[src/rtl/stk_pkg.sv]
package stk_pkg;
  localparam int DATA_W      = 8;
  localparam int ADDR_W      = 16;
  localparam int RTI_CYCLES  = 9;
  localparam int RTS_CYCLES  = 5;

  localparam logic [DATA_W-1:0] OPC_RSP = 8'h9C;
  localparam logic [DATA_W-1:0] OPC_RTI = 8'h80;
  localparam logic [DATA_W-1:0] OPC_RTS = 8'h81;

  typedef enum logic [1:0] {OP_NONE, OP_RSP, OP_RTS, OP_RTI} op_e;
  typedef enum logic [2:0] {TGT_NONE, TGT_CCR, TGT_ACC, TGT_IXL, TGT_PCH, TGT_PCL} tgt_e;
endpackage

[src/rtl/stk_plan.sv]
module stk_plan
  import stk_pkg::*;
#(
  parameter int STEP_W = 4
) (
  input  op_e               op_i,
  input  logic [STEP_W-1:0] step_i,
  output tgt_e              tgt_o,
  output logic              last_o
);
  localparam logic [STEP_W-1:0] RTI_LAST = STEP_W'(RTI_CYCLES - 1);
  localparam logic [STEP_W-1:0] RTS_LAST = STEP_W'(RTS_CYCLES - 1);

  // step 0 is the accept cycle; pulls follow, then refill cycles
  always_comb begin
    tgt_o  = TGT_NONE;
    last_o = 1'b0;
    unique case (op_i)
      OP_RTI: begin
        case (step_i)
          STEP_W'(1): tgt_o = TGT_CCR;
          STEP_W'(2): tgt_o = TGT_ACC;
          STEP_W'(3): tgt_o = TGT_IXL;
          STEP_W'(4): tgt_o = TGT_PCH;
          STEP_W'(5): tgt_o = TGT_PCL;
          default:    tgt_o = TGT_NONE;
        endcase
        last_o = (step_i == RTI_LAST);
      end
      OP_RTS: begin
        case (step_i)
          STEP_W'(1): tgt_o = TGT_PCH;
          STEP_W'(2): tgt_o = TGT_PCL;
          default:    tgt_o = TGT_NONE;
        endcase
        last_o = (step_i == RTS_LAST);
      end
      default: ;
    endcase
  end
endmodule

[src/rtl/stk_ptr.sv]
module stk_ptr
  import stk_pkg::*;
#(
  parameter logic [ADDR_W-1:0] RESET_SP = 16'h00FF
) (
  input  logic              clk_i,
  input  logic              rst_ni,
  input  logic              rsp_i,
  input  logic              inc_i,
  output logic [ADDR_W-1:0] sp_o,
  output logic [ADDR_W-1:0] sp_inc_o
);
  logic [ADDR_W-1:0] sp_q;

  assign sp_inc_o = sp_q + ADDR_W'(1);  // modulo 2^16
  assign sp_o     = sp_q;

  always_ff @(posedge clk_i or negedge rst_ni) begin
    if (!rst_ni)       sp_q <= RESET_SP;
    else if (rsp_i)    sp_q[7:0] <= 8'hFF;
    else if (inc_i)    sp_q <= sp_inc_o;
  end

  AST_RSP_LOW_ONLY: assert property (@(posedge clk_i) disable iff (!rst_ni)
    rsp_i |=> (sp_q[7:0] == 8'hFF) && (sp_q[15:8] == $past(sp_q[15:8])));
  AST_SP_WRAP: assert property (@(posedge clk_i) disable iff (!rst_ni)
    (inc_i && !rsp_i && sp_q == '1) |=> sp_q == '0);
endmodule

[src/rtl/stk_regs.sv]
module stk_regs
  import stk_pkg::*;
#(
  parameter logic [DATA_W-1:0] RESET_CCR = 8'h00,
  parameter logic [ADDR_W-1:0] RESET_HX  = 16'h0000
) (
  input  logic              clk_i,
  input  logic              rst_ni,
  input  logic              wr_i,
  input  tgt_e              tgt_i,
  input  logic [DATA_W-1:0] data_i,
  output logic [DATA_W-1:0] ccr_o,
  output logic [DATA_W-1:0] acc_o,
  output logic [ADDR_W-1:0] idx_o,
  output logic [ADDR_W-1:0] pc_o
);
  logic [DATA_W-1:0] ccr_q, acc_q, ixl_q, pch_q, pcl_q;

  always_ff @(posedge clk_i or negedge rst_ni) begin
    if (!rst_ni) begin
      ccr_q <= RESET_CCR;
      acc_q <= '0;
      ixl_q <= RESET_HX[7:0];
      pch_q <= '0;
      pcl_q <= '0;
    end else if (wr_i) begin
      case (tgt_i)
        TGT_CCR: ccr_q <= data_i;
        TGT_ACC: acc_q <= data_i;
        TGT_IXL: ixl_q <= data_i;
        TGT_PCH: pch_q <= data_i;
        TGT_PCL: pcl_q <= data_i;
        default: ;
      endcase
    end
  end

  assign ccr_o = ccr_q;
  assign acc_o = acc_q;
  assign idx_o = {RESET_HX[15:8], ixl_q};  // high byte never pulled
  assign pc_o  = {pch_q, pcl_q};

  AST_IDX_HIGH_HOLD: assert property (@(posedge clk_i) disable iff (!rst_ni)
    1'b1 |=> $stable(idx_o[15:8]));
endmodule

[src/rtl/stack_unwind_seq.sv]
module stack_unwind_seq
  import stk_pkg::*;
#(
  parameter int                STEP_W    = 4,
  parameter logic [ADDR_W-1:0] RESET_SP  = 16'h00FF,
  parameter logic [ADDR_W-1:0] RESET_HX  = 16'h0000,
  parameter logic [DATA_W-1:0] RESET_CCR = 8'h00
) (
  input  logic              clk_i,
  input  logic              rst_ni,
  input  logic              start_i,
  input  logic [DATA_W-1:0] opcode_i,
  output logic              mem_rd_o,
  output logic [ADDR_W-1:0] mem_addr_o,
  input  logic [DATA_W-1:0] mem_rdata_i,
  output logic [ADDR_W-1:0] sp_o,
  output logic [DATA_W-1:0] ccr_o,
  output logic [DATA_W-1:0] acc_o,
  output logic [ADDR_W-1:0] idx_o,
  output logic [ADDR_W-1:0] pc_o,
  output logic              busy_o,
  output logic              done_o
);
  op_e               dec_op, op_q;
  logic              busy_q, accept, last, pull, rsp_now;
  logic [STEP_W-1:0] step_q;
  tgt_e              tgt;
  logic [ADDR_W-1:0] sp_inc;

  always_comb begin
    unique case (opcode_i)
      OPC_RSP: dec_op = OP_RSP;
      OPC_RTS: dec_op = OP_RTS;
      OPC_RTI: dec_op = OP_RTI;
      default: dec_op = OP_NONE;
    endcase
  end

  assign accept  = start_i && !busy_q;
  assign rsp_now = accept && (dec_op == OP_RSP);

  always_ff @(posedge clk_i or negedge rst_ni) begin
    if (!rst_ni) begin
      busy_q <= 1'b0;
      op_q   <= OP_NONE;
      step_q <= '0;
    end else if (busy_q) begin
      if (last) begin
        busy_q <= 1'b0;
        op_q   <= OP_NONE;
        step_q <= '0;
      end else begin
        step_q <= step_q + STEP_W'(1);
      end
    end else if (accept && (dec_op == OP_RTS || dec_op == OP_RTI)) begin
      busy_q <= 1'b1;
      op_q   <= dec_op;
      step_q <= STEP_W'(1);
    end
  end

  stk_plan #(.STEP_W(STEP_W)) u_plan (
    .op_i   (op_q),
    .step_i (step_q),
    .tgt_o  (tgt),
    .last_o (last)
  );

  assign pull = busy_q && (tgt != TGT_NONE);

  stk_ptr #(.RESET_SP(RESET_SP)) u_ptr (
    .clk_i    (clk_i),
    .rst_ni   (rst_ni),
    .rsp_i    (rsp_now),
    .inc_i    (pull),
    .sp_o     (sp_o),
    .sp_inc_o (sp_inc)
  );

  stk_regs #(.RESET_CCR(RESET_CCR), .RESET_HX(RESET_HX)) u_regs (
    .clk_i  (clk_i),
    .rst_ni (rst_ni),
    .wr_i   (pull),
    .tgt_i  (tgt),
    .data_i (mem_rdata_i),
    .ccr_o  (ccr_o),
    .acc_o  (acc_o),
    .idx_o  (idx_o),
    .pc_o   (pc_o)
  );

  assign mem_rd_o   = pull;
  assign mem_addr_o = sp_inc;
  assign busy_o     = busy_q;
  assign done_o     = (busy_q && last) || rsp_now;

  AST_PULL_ADVANCES: assert property (@(posedge clk_i) disable iff (!rst_ni)
    mem_rd_o |=> sp_o == $past(mem_addr_o));
  AST_NO_IDLE_READ: assert property (@(posedge clk_i) disable iff (!rst_ni)
    !busy_o |-> !mem_rd_o);
  AST_DONE_ENDS_BUSY: assert property (@(posedge clk_i) disable iff (!rst_ni)
    (busy_o && done_o) |=> !busy_o);
  AST_BUSY_HOLDS: assert property (@(posedge clk_i) disable iff (!rst_ni)
    (busy_o && !done_o) |=> busy_o && $stable(op_q));
  AST_CCR_HOLD: assert property (@(posedge clk_i) disable iff (!rst_ni)
    (!busy_o || op_q != OP_RTI) |=> $stable(ccr_o));
  AST_BAD_OP_IDLE: assert property (@(posedge clk_i) disable iff (!rst_ni)
    (start_i && !busy_o && dec_op == OP_NONE) |=> !busy_o && $stable(sp_o));
endmodule

[config.mk]
export PLATFORM = sky130hd
export DESIGN_NAME = stack_unwind_seq
export DESIGN_NICKNAME = d
export VERILOG_FILES = /design/src/rtl/stk_pkg.sv /design/src/rtl/stk_plan.sv /design/src/rtl/stk_ptr.sv /design/src/rtl/stk_regs.sv /design/src/rtl/stack_unwind_seq.sv
export SDC_FILE = /design/constraint.sdc
export NUM_CORES = 1
export LEC_CHECK = 0
export BUFFER_PORTS_ARGS = -buffer_cell sky130_fd_sc_hd__clkbuf_2
export CORE_MARGIN = 2
export CORE_UTILIZATION = 50
export CTS_CLUSTER_DIAMETER = 50
export DETAILED_ROUTE_END_ITERATION = 10
export MAX_ROUTING_LAYER = met4
export PLACE_DENSITY = 0.79
export SLEW_MARGIN = 15
export SYNTH_ARGS = -nofsm -noshare
export SYNTH_HDL_FRONTEND = slang
export SYNTH_SLANG_ARGS = --single-unit
[constraint.sdc]
create_clock -name clk_i -period 2.7 [get_ports clk_i]
set_input_delay 0.405 -clock clk_i [delete_from_list [all_inputs] [get_ports clk_i]]
set_output_delay 0.405 -clock clk_i [all_outputs]
set_load 0.01 [all_outputs]
==> impl_metrics.ini <==
[power]
power_frac_comb = 0.208
peakVddDrop_mv = 0.448
p_sw_mw = 0.769
p_sw_frac = 0.308
p_per_area_nw_per_um2 = 650
internal_power_mw = 1.72
p_leak_nw = 1.89
p_clk_frac = 0.318
seqPwrFrac = 0.473

[yosys]
synth_common_cells = dfrtp_1 (55), mux2_2 (41), nand2_1 (19)
synth_seq_cells = 63
yosys_warnings = 0
netlist_area_um2 = 3080
synth_edf_count = 0
async_flop_share = 1.00
yosys-top-cells-area = dfrtp_1 (45%), mux2_2 (15%), dfstp_2 (6.8%)
yosysMostFrequentCell = dfrtp_1
synth.distinct_cells = 48
synth.avg_cell_area_um2 = 12.1
synth_ff_type = dfrtp_1
syn_inst = 255
yosysTopAreaCell = dfrtp_1
synth_top_area_share = 0.446
yosysSeqAreaShare = 0.515

[critical_path]
path_max_fanout = 10
crit_type = flop to output pin
cp.arrival_ps = 2190
startpoint = step_q[2]
cp.required_ps = 2300
rr_startpoint = step_q[0]
cp-end-kind = output pin
reg2reg_slack_ps = 320
cp-start-kind = flop

[grt]
grt_overflow = 0
grt_pass1_vias = 2189
antenna_found_initial = 0
grt_max_degree = 41
grt_pass1_wl_um = 10400
track_usage = 0.210

[die]
start_util = 0.518
core_area_um2 = 5960
die_w_um = 82.5
chipHeight_um = 82.5
dieArea_um2 = 6810
pin_count = 102
fp-row-count = 28

[route]
wire_per_inst_um = 14.7
drc_errors = 0
post_drt_via_cell_ratio = 5.16
vias = 2266
ant_nets = 0
drt_iter0_markers = 115
drt_wl_total_um = 6440
first_pass_iters = 4

[cts]
path_clk_slew_ps = 80
cts_buffers = 9
ctsResizeCount = 0
htreeDepth = 3
post_cts_buffers = 0
tritoncts = yes
clock_sinks = 63
ctsHoldBuffers = 0
clock_latency_ps = 340
clk_path_buf_depth = 2
cts_root_buffer = clkbuf_8

[place]
hpwl_um = 4870
dpl_cell_area_um2 = 3630
portBuffers = 93
dp_cells = 423
dp_slack_ps = 327
place_congestion = 0.860

[sta]
max_freq_mhz = 385
min_period_ps = 2590
tightest_slew_ps = 636
finClkSkew_ps = 12.6
slew_headroom = 0.574
hold_violations = 0
timing.final.crit_share = 0.961
worst_slack_ps = 105
tns_ps = 0
rsz0062_at_grt = false
final-setup-viol-count = 0
report.final.slew_viol_count = 0

[cells_and_area]
diodes = 0
finalNonFillerCells = 439
syn_to_final_growth_pct = 24.4
drive_gt1_frac = 0.497
final_util = 0.644
post-route-cell-area_um2 = 3840
fin_nets = 383

[hold_path]
hp-class = input pin to async pin

[job]
drv_cap = 0

[outcome]
status = finished, final reports clean
## worst paths after layout
path / to / cells past startpoint
worst min-delay path: u_regs.pcl_q[6] / 1
worst min register to register: u_regs.pcl_q[5] / 1
min in group clk_i: op_q[0] / 2
worst max-delay path: mem_rd_o / 4
max in group asynchronous: u_regs.acc_o[6] / 2
worst max register to register: u_regs.acc_o[2] / 6
## logic make-up (layout without fill, tap and decap cells)
| logic type | Yosys count | count (layout) | share of synthesized area |
|---|---|---|---|
| multiplexers | 41 | 41 | 0.150 |
| other | 1 | 8 | 0.00122 |
| XOR/XNOR | 23 | 23 | 0.0653 |
| flip-flops | 63 | 63 | 0.515 |
| AO/OA/AOI/OAI | 26 | 26 | 0.0662 |
| adder cells (fa/ha/maj) | 5 | 5 | 0.0203 |
| buffers and inverters | 18 | 120 | 0.0377 |
| AND/OR/NAND/NOR | 78 | 78 | 0.145 |
## cell type report
type | count | area [µm²]
Multi-Input combinational cell | 181 | 1420
Sequential cell | 63 | 1590
Clock buffer | 9 | 124
Timing Repair Buffer | 99 | 523
Tap cell | 75 | 93.8
Fill cell | 488 | 2120
Clock inverter | 7 | 73.8
Inverter | 5 | 18.8
## placed cells by master (no fill, tap or decap), types with 2 or more instances in the layout
cell	n
ha_1	5
o21ai_0	8
a21oi_1	4
or3_1	2
and3_1	2
or2_2	3
nand2_1	19
nor3_1	4
o21bai_1	2
dfrtp_1	55
clkbuf_2	93
dfstp_2	8
xnor2_1	15
nand2b_1	3
nand3_1	13
a211oi_1	3
inv_1	5
clkbuf_8	9
buf_4	5
nor3_2	3
mux2_2	41
nor2_1	12
nand3b_1	2
nand4_1	2
a31oi_1	2
a22o_1	2
conb_1	8
clkinv_2	2
xor2_1	8
clkinv_4	3
## per-stage QoR
stage,hold WS [ps],power [mW]
floorplan,109,1.51
global placement,448,1.69
detailed placement,457,1.72
CTS,93.7,2.52
global route,106,2.64
finish,82.7,2.49
## power groups by stage
stage / clock network [mW] / registers, mW / logic, mW
6_report: 0.794 / 1.18 / 0.519
5_1_grt: 0.860 / 1.20 / 0.584
4_1_cts: 0.813 / 1.18 / 0.525
3_5_place_dp: 0 / 1.20 / 0.523
3_3_place_gp: 0 / 1.19 / 0.504
2_1_floorplan: 0 / 1.19 / 0.320
## worst max-delay path: stages (launching register included)
cell      delay, ps
dfrtp_1         460
or3b_4          450
o32a_4          410
a31oi_4         330
clkbuf_2        200
## metal layers
metal,up-vias,share of wire,routed length [µm],track usage
li1,1095,-,-,-
met1,1110,0.43,2800,0.257
met2,53,0.51,3280,0.339
met3,8,0.036,234,0.0293
met4,0,0.020,128,0.113
met5,-,0,0,-
## flip-flops by register name (all words and copies together) (netlist names), 2 cells and up
signal,count
op_q,2
u_regs.ixl_q,8
u_regs.pcl_q,8
u_regs.ccr_o,8
u_ptr.sp_o,16
u_regs.pch_q,8
step_q,4
u_regs.acc_o,8
(Power assumes the default switching activity.)
